File: config.mk
export PLATFORM = sky130hd
export DESIGN_NAME = spiDacRegs
export DESIGN_NICKNAME = d
export VERILOG_FILES = /design/src/rtl/dacRegPkg.sv /design/src/rtl/spiFrameCtl.sv /design/src/rtl/dacRegBank.sv /design/src/rtl/spiDacRegs.sv
export SDC_FILE = /design/constraint.sdc
export NUM_CORES = 1
export LEC_CHECK = 0
export ABC_AREA = 1
export BUFFER_PORTS_ARGS = -buffer_cell sky130_fd_sc_hd__buf_2
export CELL_PAD_IN_SITES_DETAIL_PLACEMENT = 1
export CELL_PAD_IN_SITES_GLOBAL_PLACEMENT = 1
export CORE_ASPECT_RATIO = 0.8
export CORE_MARGIN = 5
export CORE_UTILIZATION = 35
export CTS_CLUSTER_DIAMETER = 100
export DETAILED_ROUTE_END_ITERATION = 16
export PLACE_DENSITY_LB_ADDON = 0.1
export SYNTH_ARGS = -nofsm -noshare
export SYNTH_HDL_FRONTEND = slang
export SYNTH_SLANG_ARGS = --single-unit
File: constraint.sdc
create_clock -name clk -period 2.45 [get_ports clk]
set_input_delay 0.49 -clock clk [delete_from_list [all_inputs] [get_ports clk]]
set_output_delay 0.49 -clock clk [all_outputs]
set_load 0.05 [all_outputs]
File: src/rtl/dacRegPkg.sv
package dacRegPkg;
  localparam int FRAME_BITS = 24;
  localparam int WORD_W     = 16;
  localparam int ADDR_W     = 6;
  localparam int GOFS_W     = 14;
  localparam int NUM_GOFS   = 3;
  localparam int CHAN_BASE  = 8;

  localparam logic [1:0] CMD_SPECIAL = 2'd0;
  localparam logic [1:0] CMD_GAIN    = 2'd1;
  localparam logic [1:0] CMD_OFFSET  = 2'd2;
  localparam logic [1:0] CMD_DATA    = 2'd3;

  localparam logic [ADDR_W-1:0] SF_CTRL   = 6'd1;
  localparam logic [ADDR_W-1:0] SF_GOFS0  = 6'd2;
  localparam logic [ADDR_W-1:0] SF_GOFS1  = 6'd3;
  localparam logic [ADDR_W-1:0] SF_GOFS2  = 6'd4;
  localparam logic [ADDR_W-1:0] SF_RDBACK = 6'd5;

  typedef struct packed {
    logic              valid;
    logic [1:0]        cmd;
    logic [ADDR_W-1:0] addr;
    logic [WORD_W-1:0] payload;
  } frameStbT;
endpackage

File: src/rtl/spiFrameCtl.sv
module spiFrameCtl
  import dacRegPkg::*;
(
  input  logic              clk,
  input  logic              rstN,
  input  logic              sclkIn,
  input  logic              csNIn,
  input  logic              mosiIn,
  input  logic [WORD_W-1:0] rdValue,
  output frameStbT          stb,
  output logic              miso
);
  localparam int CNT_W = 6;
  localparam logic [CNT_W-1:0] CNT_MAX = '1;

  logic [1:0] sclkSy, csSy, mosiSy;
  logic sclkPrev, csPrev;
  logic sclkRise, sclkFall, csFall, csRise, csIdle;
  logic [CNT_W-1:0] bitCnt;
  logic [FRAME_BITS-1:0] rxShift, txShift;
  logic isReadback;

  always_ff @(posedge clk or negedge rstN) begin
    if (!rstN) begin
      sclkSy   <= 2'b00;
      csSy     <= 2'b11;
      mosiSy   <= 2'b00;
      sclkPrev <= 1'b0;
      csPrev   <= 1'b1;
    end else begin
      sclkSy   <= {sclkSy[0], sclkIn};
      csSy     <= {csSy[0], csNIn};
      mosiSy   <= {mosiSy[0], mosiIn};
      sclkPrev <= sclkSy[1];
      csPrev   <= csSy[1];
    end
  end

  assign csIdle   = csSy[1];
  assign sclkRise = sclkSy[1] & ~sclkPrev;
  assign sclkFall = ~sclkSy[1] & sclkPrev;
  assign csFall   = ~csSy[1] & csPrev;
  assign csRise   = csSy[1] & ~csPrev;

  always_comb begin
    stb.valid   = csRise && (bitCnt == CNT_W'(FRAME_BITS));
    stb.cmd     = rxShift[23:22];
    stb.addr    = rxShift[21:16];
    stb.payload = rxShift[15:0];
    isReadback  = stb.valid && (stb.cmd == CMD_SPECIAL) && (stb.addr == SF_RDBACK);
  end

  always_ff @(posedge clk or negedge rstN) begin
    if (!rstN) begin
      bitCnt  <= '0;
      rxShift <= '0;
    end else if (csFall) begin
      bitCnt  <= '0;
    end else if (!csIdle && sclkRise) begin
      rxShift <= {rxShift[FRAME_BITS-2:0], mosiSy[1]};
      if (bitCnt != CNT_MAX) bitCnt <= bitCnt + 1'b1;
    end
  end

  always_ff @(posedge clk or negedge rstN) begin
    if (!rstN) begin
      txShift <= '0;
    end else if (csRise) begin
      txShift <= isReadback ? {{(FRAME_BITS-WORD_W){1'b0}}, rdValue} : '0;
    end else if (!csIdle && sclkFall) begin
      txShift <= {txShift[FRAME_BITS-2:0], 1'b0};
    end
  end

  assign miso = csIdle ? 1'b0 : txShift[FRAME_BITS-1];

  // a frame is accepted only with exactly 24 counted bits, at its end
  assert_frame_len_R10: assert property (@(posedge clk) disable iff (!rstN)
    stb.valid |-> (bitCnt == CNT_W'(FRAME_BITS) && csIdle));

  // the bit counter moves only on a serial clock rise or a frame start
  assert_count_hold_R10: assert property (@(posedge clk) disable iff (!rstN)
    (!csFall && !sclkRise) |=> $stable(bitCnt));

  // nothing is driven while chip select is idle
  assert_miso_idle_R11: assert property (@(posedge clk) disable iff (!rstN)
    (csSy[1] && csPrev) |-> !miso);
endmodule

File: src/rtl/dacRegBank.sv
module dacRegBank
  import dacRegPkg::*;
#(
  parameter int NUM_CH       = 16,
  parameter int CH_PER_GROUP = 4,
  parameter int CODE_BITS    = 16
) (
  input  logic                     clk,
  input  logic                     rstN,
  input  frameStbT                 stb,
  output logic [WORD_W-1:0]        rdValue,
  output logic [NUM_CH*WORD_W-1:0] dataCodes,
  output logic [NUM_CH*GOFS_W-1:0] groupOfs,
  output logic                     powerDown
);
  localparam int CH_W = (NUM_CH > 1) ? $clog2(NUM_CH) : 1;
  localparam logic [WORD_W-1:0] CODE_MASK = {WORD_W{1'b1}} << (WORD_W - CODE_BITS);

  logic [WORD_W-1:0] dataReg [NUM_CH];
  logic [WORD_W-1:0] ofsReg  [NUM_CH];
  logic [WORD_W-1:0] gainReg [NUM_CH];
  logic [WORD_W-1:0] ctrlReg;
  logic [GOFS_W-1:0] gofsReg [NUM_GOFS];

  logic [ADDR_W-1:0] wrOff, rbOff, rbAddr;
  logic wrHit, rbHit;
  logic [2:0] rbType;
  logic [CH_W-1:0] rbSel;

  always_comb begin
    wrOff  = stb.addr - ADDR_W'(CHAN_BASE);
    wrHit  = (stb.addr >= ADDR_W'(CHAN_BASE)) && (int'(wrOff) < NUM_CH);
    rbType = stb.payload[15:13];
    rbAddr = stb.payload[12:7];
    rbOff  = rbAddr - ADDR_W'(CHAN_BASE);
    rbHit  = (rbAddr >= ADDR_W'(CHAN_BASE)) && (int'(rbOff) < NUM_CH);
    rbSel  = rbOff[CH_W-1:0];
  end

  always_ff @(posedge clk or negedge rstN) begin
    if (!rstN) begin
      for (int i = 0; i < NUM_CH; i++) begin
        dataReg[i] <= '0;
        ofsReg[i]  <= '0;
        gainReg[i] <= CODE_MASK;
      end
    end else if (stb.valid && wrHit) begin
      for (int i = 0; i < NUM_CH; i++) begin
        if (int'(wrOff) == i) begin
          case (stb.cmd)
            CMD_DATA:   dataReg[i] <= stb.payload & CODE_MASK;
            CMD_OFFSET: ofsReg[i]  <= stb.payload & CODE_MASK;
            CMD_GAIN:   gainReg[i] <= stb.payload & CODE_MASK;
            default: ;
          endcase
        end
      end
    end
  end

  always_ff @(posedge clk or negedge rstN) begin
    if (!rstN) begin
      ctrlReg <= '0;
      for (int k = 0; k < NUM_GOFS; k++) gofsReg[k] <= '0;
    end else if (stb.valid && stb.cmd == CMD_SPECIAL) begin
      case (stb.addr)
        SF_CTRL:  ctrlReg    <= stb.payload;
        SF_GOFS0: gofsReg[0] <= stb.payload[GOFS_W-1:0];
        SF_GOFS1: gofsReg[1] <= stb.payload[GOFS_W-1:0];
        SF_GOFS2: gofsReg[2] <= stb.payload[GOFS_W-1:0];
        default: ;
      endcase
    end
  end

  always_comb begin
    rdValue = '0;
    case (rbType)
      3'd0, 3'd1: if (rbHit) rdValue = dataReg[rbSel];
      3'd2:       if (rbHit) rdValue = ofsReg[rbSel];
      3'd3:       if (rbHit) rdValue = gainReg[rbSel];
      3'd4: begin
        case (rbAddr)
          SF_CTRL:  rdValue = ctrlReg;
          SF_GOFS0: rdValue = {{(WORD_W-GOFS_W){1'b0}}, gofsReg[0]};
          SF_GOFS1: rdValue = {{(WORD_W-GOFS_W){1'b0}}, gofsReg[1]};
          SF_GOFS2: rdValue = {{(WORD_W-GOFS_W){1'b0}}, gofsReg[2]};
          default:  rdValue = '0;
        endcase
      end
      default: rdValue = '0;
    endcase
  end

  for (genvar g = 0; g < NUM_CH; g++) begin : gChanOut
    localparam int GRP = g / CH_PER_GROUP;
    localparam int SEL = (GRP >= NUM_GOFS) ? NUM_GOFS - 1 : GRP;
    assign dataCodes[g*WORD_W +: WORD_W] = dataReg[g];
    assign groupOfs[g*GOFS_W +: GOFS_W]  = gofsReg[SEL];
  end

  assign powerDown = ctrlReg[0];

  // a data write to channel 0 lands with the masked payload
  assert_data_store_R1: assert property (@(posedge clk) disable iff (!rstN)
    (stb.valid && stb.cmd == CMD_DATA && stb.addr == ADDR_W'(CHAN_BASE))
      |=> (dataReg[0] == ($past(stb.payload) & CODE_MASK)));

  // the channel 0 gain register moves only on its own gain write
  assert_gain_hold_R2: assert property (@(posedge clk) disable iff (!rstN)
    !(stb.valid && stb.cmd == CMD_GAIN && stb.addr == ADDR_W'(CHAN_BASE))
      |=> $stable(gainReg[0]));

  // power-down changes only through a control-word write
  assert_pwr_hold_R7: assert property (@(posedge clk) disable iff (!rstN)
    !(stb.valid && stb.cmd == CMD_SPECIAL && stb.addr == SF_CTRL)
      |=> $stable(powerDown));

  // stored codes never carry bits below the code width
  assert_code_mask_R12: assert property (@(posedge clk) disable iff (!rstN)
    ((dataReg[0] & ~CODE_MASK) == '0) && ((gainReg[0] & ~CODE_MASK) == '0));
endmodule

File: src/rtl/spiDacRegs.sv
module spiDacRegs
  import dacRegPkg::*;
#(
  parameter int NUM_CH       = 16,
  parameter int CH_PER_GROUP = 4,
  parameter int CODE_BITS    = 16
) (
  input  logic                     clk,
  input  logic                     rstN,
  input  logic                     sclk,
  input  logic                     csN,
  input  logic                     mosi,
  output logic                     miso,
  output logic [NUM_CH*16-1:0]     dataCodes,
  output logic [NUM_CH*14-1:0]     groupOfs,
  output logic                     powerDown
);
  frameStbT stb;
  logic [WORD_W-1:0] rdValue;

  spiFrameCtl uCtl (
    .clk     (clk),
    .rstN    (rstN),
    .sclkIn  (sclk),
    .csNIn   (csN),
    .mosiIn  (mosi),
    .rdValue (rdValue),
    .stb     (stb),
    .miso    (miso)
  );

  dacRegBank #(
    .NUM_CH       (NUM_CH),
    .CH_PER_GROUP (CH_PER_GROUP),
    .CODE_BITS    (CODE_BITS)
  ) uBank (
    .clk       (clk),
    .rstN      (rstN),
    .stb       (stb),
    .rdValue   (rdValue),
    .dataCodes (dataCodes),
    .groupOfs  (groupOfs),
    .powerDown (powerDown)
  );
endmodule

==> results summary <==
The flow ran to the end, but the final reports show violations. The final reports fail on setup timing. The layout cell share with drive strength beyond 1 is 0.231. The fraction of the cycle the final worst path needs came out at 1.02.

The root buffer cell is clkbuf_16. CTS saw 888 sinks. The met3 layer usage reported by global route came out at 0.0517. Dividing the synthesized area by the synthesized cell count gives 7.61 um^2. The number of flip-flops and latches in the synthesized netlist is 888. The worst min-delay path class is in2async.

The worst slack at placement is -0.658 ns. The highest fanout seen on the critical path is 49. The die span in x is 401 um. Setup violations remaining at the end of the flow were counted as 5.

The post-synthesis instance area came out at 42,800 um^2. The area growth from synthesis to final layout came out at 23.1%. The number of placement rows came out at 114. The vias per cell came out at 5.06. The post-route standard cell area excluding fillers came out at 52,700 um^2. The initial standard-cell utilization of the core came out at 0.353. The global routing usage on met2 is 0.424. 0 antenna diodes ended up in the layout. The worst relative slew slack is 0.294. In this run the deepest clock path goes through 3 buffers. The final RePlAce weighted congestion came out at 0.831.

The number of nets still failing antenna checks after routing is 0. The number of antenna violations at the first check in global routing was 5. The count of maximum capacitance violations is 0. Derived from the worst setup path, the maximum achievable clock frequency is just over 0.4 GHz.

The count of endpoints failing hold in the final timing report came out at 0. The total routed wirelength is 180,000 um. The worst setup slack after layout is -0.0374 ns. The net total in the final layout is 5,994. The required time of the worst setup path is around 3.1 ns. The CTS tree is built. The number of DRC violations after detailed routing came out at 0.

The later pin in the worst-skew pair is clocked with a latency of roughly 0.73 ns. After clock tree synthesis, the clock-pin slew on the worst setup and hold paths is around 0.07 ns. CTS built an H-tree with a depth of 3. In this run the standard cell core region covers 121,000 um^2. The count of unique library cells instantiated by Yosys is 34.

The post-place instance area came out at 48,300 um^2. Setup repair after global routing could not meet its margin everywhere. The combinational family with the most area after synthesis is simple AND/OR/NAND/NOR gates. The shortest period the worst path allows came out at 2.49 ns.

The share of synthesized area occupied by flip-flops and latches is 0.527. The global-route wire length before repair is approximately 270,000 um. Once detailed placement completed, the half-perimeter wirelength came to 121,000 um. The largest vdd supply drop is around 0.00050 V. The die covers 129,000 um^2. After detailed routing, the average wire length per cell comes to 23.4 um. The count of mapped cells out of synthesis came out at 5,621. The I/O pin count is ~490.

The fraction of the mapped netlist area in compound gates is 0.113. The busiest layer in global routing is met2. The maximum number of pins on one net before global-route repair came out at 73. The number of max-slew violations in the final report is 0. In the global route stage, met1 resource usage came out at 0.385. The share of cell area taken by muxes after synthesis came out at 0. The warning count from the yosys run is 0. The count of input and output buffers is 486. The total iterations of the first detailed-routing run is 7.

The initial detailed-routing violation count is 2,963. STA classifies the critical path startpoint as a register. For the worst setup path, the data arrival time is slightly above 3 ns. The post-route total power came out at 0.0322 W.

For the pin with the worst max-slew slack, the measured transition is between 1 and 1.5 ns. Counting the fill cells in the layout gives 14,600. The die is 323 um tall. The post-synthesis net count came out at 5,632. Detailed routing inserted a total of ~39,000 vias. The static leakage is 24.9 nW. The simple logic cell fraction of the synthesized area came out at 0.256. The number of global-route vias before repair came out at 39,500.

The total CTS buffers came out at 100. The xor and xnor area share after synthesis came out at 0.000205. The global-route usage over all layers is 0.271.

STA classifies the critical path endpoint as a register. The critical path is of the reg2reg type. For this design the ratio of total power to cell area is 611 nW/um^2. The clock arrives with 0.0352 ns of skew. The adder and majority cell fraction of the synthesized area came out at 0.00175. The final global-route overflow total came out at 0. The total negative slack is -0.0967 ns.
-- repair_timing --
| action | in CTS | in global routing |
|---|---|---|
| endpoints found under the setup margin | 19 | 258 |
| hold buffers | 4 | 0 |
| cloned | 3 | 4 |
| gates resized for setup | 64 | 111 |
| pin swaps | 8 | 21 |
| endpoints found under the hold margin | 25 | 0 |
| setup buffers | 10 | 10 |
-- layer usage --
layer	wire (um)	vias up
met3	9940	241
met4	5520	2
met2	81000	869
met5	7	-
li1	-	18200
met1	83100	19600
-- cell type report --
type,instances,area [um^2],share of cell area
Timing Repair inverter,1,7.51,0.000143
Sequential cell,888,22600,0.428
Tap cell,1624,2030,0.0386
Inverter,413,1580,0.0300
Clock inverter,28,324,0.00615
Multi-Input combinational cell,3754,16500,0.314
Clock buffer,154,2980,0.0565
Timing Repair Buffer,825,6690,0.127
-- synth_stat cells --
library cell	count	area share
a31oi_2	1	0.00029
xnor2_1	1	0.00020
buf_1	30	0.0026
nor3b_1	2	0.00035
nand2_2	2	0.00029
o21a_1	1	0.00018
clkbuf_1	336	0.029
a22oi_1	14	0.0025
o21bai_1	1	0.00018
o2111ai_1	5	0.0010
nor4_2	1	0.00029
a211oi_1	1	0.00018
buf_4	182	0.032
or2_2	15	0.0022
buf_2	18	0.0021
ha_1	6	0.0018
nor2_1	661	0.058
inv_1	407	0.036
nor4_4	1	0.00050
o21ai_0	386	0.045
a21oi_1	14	0.0016
dfstp_2	259	0.16
nand3b_1	12	0.0021
o22ai_1	18	0.0026
nor2_2	5	0.00073
o21ai_1	510	0.060
clkinv_1	3	0.00026
nand3_1	178	0.021
dfrtp_1	629	0.37
inv_2	3	0.00026
nor3_1	12	0.0014
nand4_1	29	0.0042
and2_1	1	0.00015
nand2_1	1877	0.16
-- critical path: stages (launching register included) --
cell and delay (ns):
dfrtp_2 0.42, buf_4 0.76, nand3_1 0.41, nand4_1 0.23, nand2_2 0.10, o21bai_2 0.24, a21oi_1 0.11
-- power by group --
| group | switching, W | leakage (nW) | internal, W |
|---|---|---|---|
| logic | 0.00148 | 11.8 | 0.000465 |
| registers | 0.0000300 | 11.4 | 0.0147 |
| clock network | 0.00652 | 1.64 | 0.00897 |
| total | 0.00803 | 24.9 | 0.0242 |
-- cells by family (layout without fill, tap and decap cells) --
kind of cell	count (synthesis)	after routing
AOI/OAI and AO/OA	951	951
xor gates and xnor gates	1	1
adders and majority gates	6	6
buffers and inverters	979	1421
DFF	888	888
and+or+nand+nor	2796	2796
-- sequential cells by signal, indices dropped and copies added (netlist names) --
register,flops
uBank.dataCodes,256
uBank.gainReg,256
uBank.ofsReg,256
uBank.groupOfs,42
uCtl.rxShift,24
uCtl.txShift,24
uBank.ctrlReg,16
uCtl.bitCnt,6
uCtl.csSy,2
uCtl.mosiSy,2
uCtl.sclkSy,2
uCtl.csPrev,1
uCtl.sclkPrev,1
-- metrics by stage --
step	util	hold slack (ns)	std cells
2_1_floorplan	-	0.194	5621
4_1_cts	0.430	0.299	7673
3_5_place_dp	0.399	0.337	7474
3_3_place_gp	0.399	0.337	7474
6_report	0.435	0.307	7687
5_1_grt	0.435	0.303	7687
-- layout by cell type, fill, tap and decap left out, types with 9 or more instances in the layout --
| master | count |
|---|---|
| clkbuf_8 | 25 |
| nor2_4 | 14 |
| nand2_4 | 12 |
| o21ai_1 | 511 |
| dfstp_2 | 259 |
| nor2_1 | 635 |
| nand3b_1 | 12 |
| nand4_1 | 29 |
| nand3_2 | 16 |
| or2_2 | 15 |
| buf_4 | 196 |
| clkbuf_16 | 105 |
| buf_12 | 112 |
| a21oi_1 | 14 |
| clkbuf_1 | 28 |
| o22ai_1 | 18 |
| o21ai_0 | 385 |
| nand3_1 | 150 |
| nor3_1 | 9 |
| buf_2 | 485 |
| nand2_1 | 1830 |
| nor2_2 | 17 |
| clkinv_2 | 17 |
| buf_6 | 13 |
| inv_2 | 17 |
| nand2_2 | 35 |
| dfrtp_1 | 625 |
| inv_1 | 390 |
| nand3_4 | 12 |
-- worst paths after layout --
check,start,endpoint,slack (ns),cells past startpoint
setup / recovery,uCtl.rxShift[10]$_DFFE_PN0P_,uCtl.txShift[15]$_DFFE_PN0P_,-0.04,6
hold / removal,rstN,uBank.dataCodes[185]$_DFFE_PN0P_,0.31,2
setup reg to reg,uCtl.rxShift[10]$_DFFE_PN0P_,uCtl.txShift[15]$_DFFE_PN0P_,-0.04,6
hold reg to reg,uCtl.sclkSy[0]$_DFF_PN0_,uCtl.sclkSy[1]$_DFF_PN0_,0.35,0
max in group asynchronous,rstN,uBank.gainReg[226]$_DFFE_PN1P_,1.15,4
min in group clk,uCtl.sclkSy[0]$_DFF_PN0_,uCtl.sclkSy[1]$_DFF_PN0_,0.35,0
No activity file was read; power rests on OpenSTA's default activity.
